File: src/rtl/tpc_pkg.sv
package tpc_pkg;

    typedef enum logic [2:0] {
        ST_IDLE      = 3'd0,
        ST_DETECT    = 3'd1,
        ST_CLASS1    = 3'd2,
        ST_MARK      = 3'd3,
        ST_CLASS2    = 3'd4,
        ST_BETWEEN   = 3'd5,
        ST_OPERATING = 3'd6
    } trk_state_e;

    typedef enum logic [2:0] {
        RG_RESET   = 3'd0,
        RG_DETECT  = 3'd1,
        RG_CLASS   = 3'd2,
        RG_UPPER   = 3'd3,
        RG_POWERED = 3'd4,
        RG_ILLEGAL = 3'd5
    } v_region_e;

    typedef struct packed {
        logic cl_lo;
        logic cl_hi;
        logic mrst;
        logic uvlo;
    } vflags_t;

    typedef struct packed {
        logic ot;
        logic adp;
        logic dis;
        logic inrush;
    } ctl_t;

    localparam int VFLAG_W = $bits(vflags_t);
    localparam int CTL_W   = $bits(ctl_t);

    // Map comparator flags onto a voltage region; impossible sets map to RG_ILLEGAL.
    function automatic v_region_e decode_region(input vflags_t f);
        v_region_e r;
        if ((f.cl_hi && !f.cl_lo) || (f.mrst && f.cl_lo) || (f.uvlo && !f.cl_hi))
            r = RG_ILLEGAL;
        else if (f.uvlo)
            r = RG_POWERED;
        else if (f.cl_hi)
            r = RG_UPPER;
        else if (f.cl_lo)
            r = RG_CLASS;
        else if (f.mrst)
            r = RG_RESET;
        else
            r = RG_DETECT;
        return r;
    endfunction

    function automatic logic in_class(input trk_state_e s);
        return (s == ST_CLASS1) || (s == ST_CLASS2);
    endfunction

endpackage

File: src/rtl/tpc_sync.sv
module tpc_sync #(
    parameter int WIDTH  = 4,
    parameter int STAGES = 2
) (
    input  logic             clk,
    input  logic             rst,
    input  logic [WIDTH-1:0] d,
    output logic [WIDTH-1:0] q
);
    logic [WIDTH-1:0] stg [STAGES];

    genvar s;
    generate
        for (s = 0; s < STAGES; s++) begin : g_stage
            if (s == 0) begin : g_first
                always_ff @(posedge clk) begin
                    if (rst) stg[s] <= '0;
                    else     stg[s] <= d;
                end
            end else begin : g_next
                always_ff @(posedge clk) begin
                    if (rst) stg[s] <= '0;
                    else     stg[s] <= stg[s-1];
                end
            end
        end
    endgenerate

    assign q = stg[STAGES-1];
endmodule

File: src/rtl/tpc_fsm.sv
module tpc_fsm
    import tpc_pkg::*;
(
    input  logic       clk,
    input  logic       rst,
    input  v_region_e  region,
    output trk_state_e state,
    output logic       type2,
    output logic       marked
);
    trk_state_e st_q, st_d;
    logic       path_q, path_d;
    logic       mark_q, mark_d;
    logic       t2_q, t2_d;

    always_comb begin
        st_d   = st_q;
        path_d = path_q;
        mark_d = mark_q;
        t2_d   = t2_q;
        case (region)
            RG_RESET: begin
                st_d   = ST_IDLE;
                path_d = 1'b0;
                mark_d = 1'b0;
                t2_d   = 1'b0;
            end
            RG_DETECT: begin
                case (st_q)
                    ST_CLASS1: begin
                        st_d   = ST_MARK;
                        mark_d = 1'b1;
                    end
                    ST_CLASS2: begin
                        st_d   = ST_MARK;
                        mark_d = 1'b1;
                        path_d = 1'b0;
                    end
                    ST_MARK: ;
                    default: begin
                        st_d   = mark_q ? ST_MARK : ST_DETECT;
                        path_d = 1'b0;
                    end
                endcase
            end
            RG_CLASS: begin
                case (st_q)
                    ST_IDLE, ST_DETECT: begin
                        st_d   = ST_CLASS1;
                        path_d = !mark_q;
                    end
                    ST_MARK: st_d = path_q ? ST_CLASS2 : ST_CLASS1;
                    ST_CLASS1, ST_CLASS2: ;
                    default: begin
                        st_d   = ST_CLASS1;
                        path_d = 1'b0;
                    end
                endcase
            end
            RG_UPPER, RG_POWERED: begin
                if (st_q == ST_CLASS2 && path_q) t2_d = 1'b1;
                path_d = 1'b0;
                st_d   = (region == RG_UPPER) ? ST_BETWEEN : ST_OPERATING;
            end
            default: ;
        endcase
    end

    always_ff @(posedge clk) begin
        if (rst) begin
            st_q   <= ST_IDLE;
            path_q <= 1'b0;
            mark_q <= 1'b0;
            t2_q   <= 1'b0;
        end else begin
            st_q   <= st_d;
            path_q <= path_d;
            mark_q <= mark_d;
            t2_q   <= t2_d;
        end
    end

    assign state  = st_q;
    assign type2  = t2_q;
    assign marked = mark_q;

    AST_T2_SET_FROM_CLASS2: assert property (@(posedge clk) disable iff (rst)
        $rose(t2_q) |-> $past(st_q == ST_CLASS2 && path_q));
    AST_T2_CLEAR_BY_MRST: assert property (@(posedge clk) disable iff (rst)
        $fell(t2_q) |-> $past(region == RG_RESET));
    AST_MARK_FROM_CLASS: assert property (@(posedge clk) disable iff (rst)
        $rose(mark_q) |-> $past(in_class(st_q)));
    AST_MARK_NO_DETECT: assert property (@(posedge clk) disable iff (rst)
        mark_q |-> (st_q != ST_DETECT));
    AST_ILLEGAL_HOLD: assert property (@(posedge clk) disable iff (rst)
        (region == RG_ILLEGAL) |=> ($stable(st_q) && $stable(t2_q)));
endmodule

File: src/rtl/tpc_outputs.sv
module tpc_outputs
    import tpc_pkg::*;
(
    input  logic       clk,
    input  logic       rst,
    input  trk_state_e state,
    input  logic       type2,
    input  ctl_t       ctl,
    output logic       det_en,
    output logic       cls_en,
    output logic       mark_en,
    output logic       ind_n
);
    logic cls_block;
    logic ind_gate;

    assign cls_block = ctl.ot | ctl.adp | ctl.dis;
    assign ind_gate  = !ctl.inrush && !ctl.ot;

    always_comb begin
        det_en  = (state == ST_IDLE) || (state == ST_DETECT);
        mark_en = (state == ST_MARK);
        cls_en  = in_class(state) && !cls_block;
        ind_n   = !((type2 || ctl.adp) && ind_gate);
    end

    AST_SIG_EXCLUSIVE: assert property (@(posedge clk) disable iff (rst)
        $onehot0({det_en, mark_en, cls_en}));
    AST_IND_QUIET_IN_INRUSH: assert property (@(posedge clk) disable iff (rst)
        (ctl.inrush && !type2 && !ctl.adp) |-> ind_n);
endmodule

File: src/rtl/tpc_tracker.sv
module tpc_tracker
    import tpc_pkg::*;
#(
    parameter int SYNC_STAGES = 2
) (
    input  logic clk,
    input  logic rst,
    input  logic above_cls_lo,
    input  logic above_cls_hi,
    input  logic below_mark_rst,
    input  logic uvlo_ok,
    input  logic over_temp,
    input  logic adapter_det,
    input  logic disable_req,
    input  logic inrush_on,
    output logic det_sig_en,
    output logic cls_src_en,
    output logic mark_sig_en,
    output logic type2_seen,
    output logic t2_ind_n
);
    vflags_t    vf_raw, vf_s;
    ctl_t       ctl_raw, ctl_s;
    v_region_e  region;
    trk_state_e state;
    logic       type2;
    logic       marked;

    assign vf_raw  = '{cl_lo: above_cls_lo, cl_hi: above_cls_hi, mrst: below_mark_rst, uvlo: uvlo_ok};
    assign ctl_raw = '{ot: over_temp, adp: adapter_det, dis: disable_req, inrush: inrush_on};

    tpc_sync #(.WIDTH(VFLAG_W), .STAGES(SYNC_STAGES)) u_vsync (
        .clk(clk), .rst(rst), .d(vf_raw), .q(vf_s)
    );
    tpc_sync #(.WIDTH(CTL_W), .STAGES(SYNC_STAGES)) u_csync (
        .clk(clk), .rst(rst), .d(ctl_raw), .q(ctl_s)
    );

    assign region = decode_region(vf_s);

    tpc_fsm u_fsm (
        .clk(clk), .rst(rst), .region(region),
        .state(state), .type2(type2), .marked(marked)
    );

    tpc_outputs u_out (
        .clk(clk), .rst(rst), .state(state), .type2(type2), .ctl(ctl_s),
        .det_en(det_sig_en), .cls_en(cls_src_en), .mark_en(mark_sig_en), .ind_n(t2_ind_n)
    );

    assign type2_seen = type2;

    AST_MARK_ONLY_WHEN_MARKED: assert property (@(posedge clk) disable iff (rst)
        mark_sig_en |-> marked);
endmodule

File: config.mk
export PLATFORM = sky130hd
export DESIGN_NAME = tpc_tracker
export DESIGN_NICKNAME = d
export VERILOG_FILES = /design/src/rtl/tpc_pkg.sv /design/src/rtl/tpc_sync.sv /design/src/rtl/tpc_fsm.sv /design/src/rtl/tpc_outputs.sv /design/src/rtl/tpc_tracker.sv
export SDC_FILE = /design/constraint.sdc
export NUM_CORES = 1
export LEC_CHECK = 0
export ABC_CLOCK_PERIOD_IN_PS = 1800
export CORE_UTILIZATION = 53
export DETAILED_ROUTE_END_ITERATION = 6
export DONT_BUFFER_PORTS = 1
export HOLD_SLACK_MARGIN = 0.15
export PLACE_DENSITY = 0.68
export SKIP_CTS_REPAIR_TIMING = 1
export SLEW_MARGIN = 5
export SYNTH_ARGS = -nofsm -noshare
export SYNTH_HDL_FRONTEND = slang
export SYNTH_SLANG_ARGS = --single-unit
File: constraint.sdc
create_clock -name clk -period 1.8 [get_ports clk]
set_clock_uncertainty 0.1 [all_clocks]
set_input_delay 0.36 -clock clk [delete_from_list [all_inputs] [get_ports clk]]
set_output_delay 0.36 -clock clk [all_outputs]
set_load 0.01 [all_outputs]
; ---- After elaboration in Yosys (flattened, before gate mapping)
; Memory sizes are Yosys's and may differ from the RTL's.
; Index checks and enable logic that the tools add are counted.
[totals]
ramBits = 16
wordCells = 86
out_inout_bits = 5
ff_bits = 6
input_bits = 10
memories = 2
[classes]
reduce_logical = 35
bitwise = 6
n_mux = 25
eq_ne = 14
[mem_list]
columns = name, words, word_bits, rd, rd_clocked_by_memory_dff, write_ports, line
row1 = u_csync.stg, 2, 4, 2, 0, 2, tpc_sync.sv:10  ; logic [WIDTH-1:0] stg [STAGES];
row2 = u_vsync.stg, 2, 4, 2, 0, 2, tpc_sync.sv:10
[ops]
columns = op, count
row1 = 4-bit two-way mux, 4
row2 = "3-bit by 2-bit == test with 1-bit output, second input constant", 4
row3 = 3-bit case mux with 2 select lines, 2
row4 = 3-bit case mux with 4 select lines, 1
row5 = "2-bit != test, second input constant", 5
row6 = 3-bit two-way mux, 3
row7 = 2-bit two-way mux, 4
row8 = 2-bit OR reduction, 4
row9 = 1-bit logical AND, 7
row10 = 1-bit logical NOT, 7
row11 = 1-bit two-way mux, 7
row12 = "3-bit by 1-bit == test with 1-bit output, second input constant", 2
row13 = "3-bit == test, second input constant", 2
row14 = 3-bit logical NOT, 2
row15 = 1-bit bitwise OR, 6
row16 = 1-bit case mux with 2 select lines, 3
row17 = 3-bit AND reduction, 2
row18 = 3-bit OR reduction, 2
row19 = 1-bit logical OR, 5
row20 = 2-bit AND reduction, 2
row21 = 2-bit nonzero test, 2
row22 = 4-bit nonzero test, 1
row23 = 1-bit case mux with 3 select lines, 1
row24 = 3-bit nonzero test, 1
row25 = "2-bit by 1-bit != test with 1-bit output, second input constant", 1

; ---- Depth between registers and ports, before layout
; Gate-level depths: netlist of run 1.
; An unclocked memory read counts as a cell.
[logic_depth]
word_depth = 10
mapped_depth = 5

; ---- By module
; From an unflattened synthesis of run 1, not the netlist that was laid out.
[unflattened]
hier_cells = 99
hier_area_um2 = 925.9
[modules_own_cells]
columns = module, seq_area_each_um2, area_per_inst_um2, instances, cells_per_inst
row1 = tpc_sync, 160.2, 210.2, 2, 16
row2 = tpc_fsm, 120.1, 415.4, 1, 53
row3 = tpc_tracker, 0.0, 50.0, 1, 6
row4 = tpc_outputs, 0.0, 40.0, 1, 8

; ---- Worst setup path before layout of run 1
; No wires, ideal clock.
[synth_path]
path_type = flip-flop to output port
startpoint = reg u_fsm.st_q[2], in the netlist u_fsm.state[2]
endpoint = out cls_src_en
arrival_ns = 1.114
t_required_ns = 1.340
path_buffers = 1
stages_incl_launch_ff = 5
setup_slack_ns = 0.226
path_cell_list = dfxtp_1 buf_2 xnor2_1 nor2_1 nor4b_1
[synth_between]
elab_chain_len = 3
elab_cells_between_ends = 4
classes_between = eq/ne (2) / reduce/logical (2)
[synth_lines]
columns = element, line
row1 = "start, declared", tpc_fsm.sv:11  ; trk_state_e st_q, st_d;
row2 = "start signal, assigned", tpc_fsm.sv:76  ; st_q <= st_d;
row3 = 3-bit by 2-bit == test with 1-bit output / 3-bit == test (equally long branches), tpc_pkg.sv:58  ; return (s == ST_CLASS1) || (s == ST_CLASS2);
row4 = 1-bit logical OR (*), tpc_pkg.sv:58
row5 = 1-bit logical AND (*), tpc_outputs.sv:23  ; cls_en = in_class(state) && !cls_block;
row6 = "end, declared", tpc_tracker.sv:17  ; output logic cls_src_en,
; Every way passes the cells marked *; elsewhere a longest branch is shown, timed or not.

; ---- Final worst setup path of run 1
; Ends and elaborated chain as after synthesis.

==> results of run 1 <==
## power by group
group | internal, mW | switching, mW | total [mW] | leakage (nW)
sequential | 0.510 | 0.0197 | 0.530 | 0.183
combinational | 0.0586 | 0.0475 | 0.106 | 0.194
clock | 0.123 | 0.141 | 0.264 | 0.0210
total | 0.692 | 0.208 | 0.900 | 0.398
## cell type report
class,count,area [sq um]
fill,124,468
sequential,22,448
multi-input combinational,62,388
timing repair buffer,15,135
clock buffer,4,36.3
tap,16,20.0
inverter,3,11.3
## cells in the mapped netlist (all sizes together)
cell,count
o21ai,6
dfxtp,22
o21a,1
inv,3
o311ai,1
nor3b,3
a21o,1
or3,1
nor4b,1
buf,2
nor3,3
a21oi,8
nand2b,1
nor2b,18
xnor2,1
nand2,5
nor2,4
nand4,2
and4b,1
and3b,1
a41o,1
nand3,1
or2,1
a32oi,1
clkbuf,3
## critical path, stage by stage, from the launching register on
cell and delay [ns]:
dfxtp_4 0.38, xnor2_2 0.14, nor2_1 0.16, nor4b_2 0.21, buf_4 0.16
## metal layers
| layer | vias to the layer above | track usage [%] |
|---|---|---|
| met2 | 24 | 27.2 |
| met3 | 6 | 4.31 |
| met1 | 304 | 18.8 |
| met5 | - | 0 |
| met4 | 0 | 13.1 |
| li1 | 342 | - |
## logic make-up after synthesis
kind of cell    count (synthesis)
xor+xnor                        1
compound gates                 19
flops                          22
buf+inv                         8
simple gates                   42
## state kept, by name, summed over array words and instances (netlist names)
| signal | count |
|---|---|
| u_csync.stg | 8 |
| u_fsm.marked | 1 |
| u_fsm.path_q | 1 |
| u_fsm.state | 3 |
| u_fsm.type2 | 1 |
| u_vsync.stg | 8 |
## worst max path at each step
stage              startpoint  cells after the start  slack, ns         end
2_1_floorplan  u_fsm.state[2]                      4       0.23  cls_src_en
4_1_cts        u_fsm.state[2]                      4      -0.13  cls_src_en
5_1_grt        u_fsm.state[1]                      4      -0.08  cls_src_en
3_5_place_dp   u_fsm.state[2]                      4       0.23  cls_src_en
6_report       u_fsm.state[2]                      4      -0.01  cls_src_en
3_3_place_gp   u_fsm.state[2]                      4       0.24  cls_src_en
## per-stage QoR
stage	worst slack, ns	utilization, %
CTS	-0.127	59.6
global placement	0.241	57.1
global route	-0.0814	68.9
detailed placement	0.226	57.1
floorplan	0.226	-
finish	-0.0138	68.9
==> results.json, run 1 <==
{
  "synth_seq_area_share_pct": 51.6,
  "num_rows": 14,
  "fin_area_sq_um": 1040,
  "synthesis.nets": 102,
  "p_per_area_nw_per_um2": 866,
  "reg2reg_from": "u_vsync.stg[1][3]",
  "ctsHtreeMaxLevel": 1,
  "worst_pin_slew_ns": 0.726,
  "path_clk_slew_ns": 0.12,
  "synth_compound_area_share_pct": 13.2,
  "area_growth_pct": 21.7,
  "vias_per_cell": 5.54,
  "post_dp_cell_area_sq_um": 861,
  "first_pass_iters": 4,
  "total_power_uw": 900,
  "cts_tree": "done",
  "maxCapViolations": 0,
  "cts_root_buffer": "clkbuf_4",
  "arrival_ns": 1.35,
  "synth_cell_types": 26,
  "p_leak_nw": 0.398,
  "cts_buffers": 3,
  "worst_hold_path.endpoint": "u_vsync.stg[1][2]",
  "setup_viol": 1,
  "grt_max_degree": 23,
  "post-route-min-period_ns": 1.81,
  "vias": 676,
  "cts_sinks": 22,
  "peakVddDrop_mv": 0.567,
  "syn_inst": 92,
  "relSlewSlack_pct": 51.4,
  "setup_tns_ns": -0.0138,
  "wl_met1_um": 681,
  "met2_length_um": 806,
  "overflow": 0,
  "syn_area_sq_um": 853,
  "synth-xor-area-share_pct": 1.03,
  "final_cell_mix": "20 x dfxtp_1, 18 x nor2b_1, 9 x dlygate4sd3_1",
  "port_buffers": 0,
  "route.antenna.remaining_nets": 0,
  "violations": "negative setup slack",
  "synth_seq_cells": 22,
  "synth_mux_area_share_pct": 0,
  "gp_congestion": 0.927,
  "antenna_cells": 0,
  "layout_commonest_cell": "dfxtp_1",
  "hold_path_startpoint": "u_vsync.stg[0][2]",
  "yosys.area_share.simple_pct": 29.6,
  "dp.cells": 105,
  "synth_fa_ha_area_share_pct": 0,
  "hold_slack_ns": 0.348,
  "reg2reg_depth": 4,
  "core_sq_um": 1510,
  "r2r-end": "u_fsm.state[1]",
  "top_layer_used": "met4",
  "finalMaxSlewViolations": 0,
  "final_nets": 117,
  "period_share_pct": 101,
  "antenna_found_initial": 0,
  "drive_gt1_share_pct": 14.2,
  "ys_top_cells_by_area": "dfxtp_1 52%, nor2b_1 13%, a21oi_1 4.7%",
  "path_class": "reg -> out",
  "drc": 0,
  "layout_setup_ws_ns": -0.0138,
  "final_cells": 122,
  "grt_pass1_vias": 559,
  "routed-wl-met3_um": 88,
  "fmax_ghz": 0.551,
  "rsz0062_at_grt": "yes",
  "hold_violations": 0,
  "critPathRequiredTime_ns": 1.34,
  "die_h_um": 42.1,
  "yosys_warnings": 0,
  "cp_max_fo": 5,
  "regToRegSetupSlack_ns": 0.27,
  "die_area_sq_um": 1770,
  "synth.largest_area_cell": "dfxtp_1",
  "crit_path_start_kind": "flop",
  "synth.avg_cell_area_sq_um": 9.28,
  "clk_latency_ns": 0.30,
  "hpwl_um": 952,
  "grt_pass1_wl_um": 2200,
  "clock_path_buffers": 2,
  "outcome": "finished with violations",
  "drt-initial-drc-count": 9,
  "synth_top_area_share_pct": 51.6,
  "min_delay_path_depth": 1,
  "synth_top_family_by_area": "simple AND/OR/NAND/NOR gates",
  "avgRoutedWirePerCell_um": 13.3,
  "die_w_um": 42.1,
  "start_util_pct": 56.6,
  "drt-total-wl_um": 1620,
  "io_pins": 15,
  "grt_util_all_layers_pct": 16.9,
  "end_kind": "primary output",
  "worstHoldPathType": "reg -> reg"
}
Power figures use the tool's default switching activity.
==> run 2: changes to the inputs <==
ABC_AREA = 0   (was unset)
REMOVE_ABC_BUFFERS = 1   (was unset)
==> run 2 against run 1 <==
Net effect:
- combinational power is essentially flat
- cell count is the same
- largest power group unchanged
- the flow now finishes without violations
- largest cell class unchanged
- highest routed layer unchanged
- critical path depth is the same
- first-iteration DRC count shrank 67%
- register-to-register slack is essentially flat
- via count shrank 2.2%
- critical endpoint unchanged
- worst hold slack gained 0.0026 ns
- non-clock buffer count is the same
- flip-flop and latch count is the same
- wire length shrank 5.4%
==> results.json, run 2 (synthesized netlist as in run 1, its figures left out) <==
{
  "multi_input_area_sq_um": 399,
  "setup_tns_ns": 0,
  "port_buffers": 0,
  "worstHoldPathType": "reg -> reg",
  "antenna_found_initial": 0,
  "p_leak_nw": 0.407,
  "crit_path_start_kind": "flop",
  "layout_setup_ws_ns": 0.0348,
  "drt-total-wl_um": 1530,
  "outcome": "completed",
  "cp_max_fo": 5,
  "gp_congestion": 0.946,
  "num_rows": 14,
  "drc": 0,
  "final_nets": 117,
  "io_pins": 15,
  "peakVddDrop_mv": 0.624,
  "register_area_sq_um": 448,
  "grt_util_all_layers_pct": 16.7,
  "critPathRequiredTime_ns": 1.34,
  "layout_commonest_cell": "dfxtp_1",
  "rsz0062_at_grt": "yes",
  "drt-initial-drc-count": 3,
  "arrival_ns": 1.31,
  "fin_util_pct": 70.8,
  "final_cell_mix": "20 x dfxtp_1, 18 x nor2b_1, 9 x dlygate4sd3_1",
  "die_h_um": 42.1,
  "vias_per_cell": 5.42,
  "setup_viol": 0,
  "drive_gt1_share_pct": 15.1,
  "hpwl_um": 911,
  "clock_path_buffers": 2,
  "die_w_um": 42.1,
  "grt_pass1_wl_um": 2210,
  "avgRoutedWirePerCell_um": 12.6,
  "cts_root_buffer": "clkbuf_4",
  "p_per_area_nw_per_um2": 949,
  "period_share_pct": 98.1,
  "maxCapViolations": 0,
  "hold_violations": 0,
  "hold_slack_ns": 0.350,
  "cts_buffers": 3,
  "finalMaxSlewViolations": 0,
  "die_area_sq_um": 1770,
  "route.antenna.remaining_nets": 0,
  "antenna_cells": 0,
  "vias": 661,
  "path_clk_slew_ns": 0.12,
  "area_growth_pct": 24.9,
  "dp_slack_ns": 0.184,
  "path_class": "reg -> out",
  "start_util_pct": 56.6,
  "fmax_ghz": 0.567,
  "dp.cells": 104,
  "post-route-min-period_ns": 1.77,
  "final_cells": 122,
  "clk_latency_ns": 0.30,
  "ctsHtreeMaxLevel": 1,
  "core_sq_um": 1510,
  "cts_sinks": 22,
  "end_kind": "primary output",
  "cts_tree": "done",
  "relSlewSlack_pct": 50.5,
  "first_pass_iters": 4,
  "overflow": 0,
  "nFillCells": 125,
  "worst_pin_slew_ns": 0.740,
  "grt_max_degree": 23,
  "grt_pass1_vias": 517
}
## run 2: cell count changes in the layout (fill, tap and decap cells not counted)
cell / change
nor2_2: +1
bufinv_16: +1
clkbuf_8: -1
nor4b_2: -1
nor4b_4: +1
nor2_1: -1
## run 2: worst max-delay path, stage by stage (launching register included)
cell and delay (ns):
dfxtp_4 0.39, xnor2_2 0.14, nor2_2 0.13, nor4b_4 0.19
buf_4 0.15
## run 2: stage by stage
stage                     power (mW)  instance area, sq um
after floorplan                0.593                   826
after global placement         0.608                   853
after detailed placement       0.609                   853
after CTS                      0.983                   906
after global routing            1.05                  1070
final                           1.01                  1070
## run 2: power by group
part           switching, mW  internal, mW
clock                  0.149         0.225
sequential            0.0214         0.510
combinational         0.0465        0.0594
## run 2: worst paths after layout
path | startpoint | to | slack (ns) | depth (start not counted)
max reg2reg | u_vsync.stg[1][3] | u_fsm.state[1] | 0.26 | 4
min | u_vsync.stg[0][1] | u_vsync.stg[1][1] | 0.35 | 1
max | u_fsm.state[1] | cls_src_en | 0.03 | 4
min reg2reg | u_vsync.stg[0][1] | u_vsync.stg[1][1] | 0.35 | 1
## run 2: area by class of cell
class                           instances  share of cell area [%]
Multi-Input combinational cell         62                    37.4
Inverter                                3                    1.06
Clock buffer                            3                    2.11
Tap cell                               16                    1.88
Sequential cell                        22                    42.0
Clock inverter                          1                    2.82
Timing Repair Buffer                   15                    12.7
## run 2: metal layers
metal  GRT usage [%]  up-vias  wire, um
met5               0        -         0
met4            9.38        0        10
met3            4.74        2        90
met2            25.6       27       758
met1            21.0      294       675
li1                -      338         -
==> run 3: changes to the inputs <==
CORE_MARGIN = 5   (was unset)
CORE_UTILIZATION = 30   (was 53)
PLACE_DENSITY = unset   (was 0.68)
==> run 3 against run 2 <==
Net effect:
- sequential share of layout area increased by 1.5 points
- register-to-register slack worse by 0.02 ns
- core utilization decreased by 34 points
- first-iteration DRC count unchanged
- total power decreased by 17%
- wire length increased by 2.5%
- die area grew 130%
- maximum frequency rose by 0.25%
- largest power group unchanged
- global-route usage is 8.8 points lower
- non-clock buffer count fell by 3
- cell count is 9.0% higher
- combinational power fell by 8%
==> results.json, run 3 (synthesized netlist as in run 1, its figures left out) <==
{
  "peakVddDrop_mv": 0.563,
  "cp_max_fo": 6,
  "clock_path_buffers": 2,
  "arrival_ns": 1.30,
  "num_rows": 19,
  "final_cell_mix": "21 x dfxtp_1, 18 x nor2b_1, 9 x dlygate4sd3_1",
  "overflow": 0,
  "die_h_um": 63.3,
  "port_buffers": 0,
  "io_pins": 15,
  "total_power_uw": 836,
  "maxCapViolations": 0,
  "area_growth_pct": 19.1,
  "cts_buffers": 3,
  "cts_sinks": 22,
  "p_per_area_nw_per_um2": 822,
  "die_area_sq_um": 4010,
  "layout_commonest_cell": "dfxtp_1",
  "dp_slack_ns": 0.253,
  "core_sq_um": 2730,
  "rsz0062_at_grt": "yes",
  "setup_viol": 0,
  "end_kind": "primary output",
  "first_pass_iters": 5,
  "drc": 0,
  "cts_tree": "done",
  "worst_pin_slew_ns": 0.782,
  "fmax_ghz": 0.568,
  "switching_share_pct": 23.0,
  "clk_latency_ns": 0.29,
  "worstHoldPathType": "reg -> reg",
  "ctsHtreeMaxLevel": 1,
  "fin_util_pct": 37.2,
  "drive_gt1_share_pct": 8.82,
  "antenna_cells": 0,
  "start_util_pct": 31.2,
  "drt-initial-drc-count": 3,
  "crit_path_start_kind": "flop",
  "seq_power_share_pct": 63.7,
  "avgRoutedWirePerCell_um": 11.8,
  "die_w_um": 63.3,
  "vias": 642,
  "grt_util_all_layers_pct": 7.83,
  "antenna_found_initial": 0,
  "relSlewSlack_pct": 47.7,
  "route.antenna.remaining_nets": 0,
  "hpwl_um": 1080,
  "grt_pass1_vias": 621,
  "hold_violations": 0,
  "period_share_pct": 97.8,
  "cts_root_buffer": "clkbuf_4",
  "grt_pass1_wl_um": 2490,
  "internal_power_uw": 643,
  "post-route-min-period_ns": 1.76,
  "layout_setup_ws_ns": 0.0392,
  "p_sw_uw": 192,
  "critPathRequiredTime_ns": 1.34,
  "outcome": "completed",
  "grt_max_degree": 23,
  "path_class": "reg -> out",
  "drt-total-wl_um": 1570,
  "vias_per_cell": 4.83,
  "combPwrFrac_pct": 11.7,
  "gp_congestion": 0.912,
  "final_nets": 114,
  "power.share.clock_pct": 24.6,
  "p_leak_nw": 0.374,
  "path_clk_slew_ns": 0.11,
  "finalMaxSlewViolations": 0
}
run 3: cell count changes in the layout (fill, tap and decap cells not counted), sizes merged:
cell / change
bufinv: -1
buf: -3
run 3: per-stage QoR:
step | hold slack, ns | setup TNS, ns | area (sq um) | instances
2_1_floorplan | 0.314 | 0 | 826 | 87
3_3_place_gp | 0.317 | 0 | 880 | 120
3_5_place_dp | 0.324 | 0 | 880 | 120
4_1_cts | 0.00113 | -0.0985 | 902 | 123
5_1_grt | 0.369 | -0.0646 | 1020 | 133
6_report | 0.343 | 0 | 1020 | 133
run 3: power groups by stage:
| stage | combinational [mW] | sequential, mW | clock [mW] |
|---|---|---|---|
| finish | 0.0979 | 0.532 | 0.206 |
| global route | 0.111 | 0.536 | 0.242 |
| CTS | 0.0710 | 0.530 | 0.218 |
| detailed placement | 0.0707 | 0.541 | 0 |
| global placement | 0.0692 | 0.540 | 0 |
| floorplan | 0.0578 | 0.535 | 0 |
run 3: layout make-up:
cell class,count,area (sq um)
Fill cell,276,1720
Sequential cell,22,442
Multi-Input combinational cell,62,389
Timing Repair Buffer,12,113
Tap cell,31,38.8
Clock buffer,3,22.5
Inverter,3,11.3
run 3: routing by layer:
metal	wire length [um]	track usage, %
met5	0	0
met3	108	3.55
met1	704	8.77
met4	27	5.45
met2	731	11.7
run 3: worst max-delay path, cell delays in order, from the launching register on:
cell	delay [ns]
dfxtp_2	0.36
xnor2_1	0.14
nor2_1	0.14
nor4b_4	0.21
buf_4	0.16
run 3: final timing paths:
kind / from / to / slack, ns / cells past startpoint
setup / recovery: u_fsm.state[1] / cls_src_en / 0.04 / 4
hold / removal: u_vsync.stg[0][3] / u_vsync.stg[1][3] / 0.34 / 1
setup reg to reg: u_vsync.stg[1][2] / u_fsm.state[1] / 0.24 / 4
hold reg to reg: u_vsync.stg[0][3] / u_vsync.stg[1][3] / 0.34 / 1
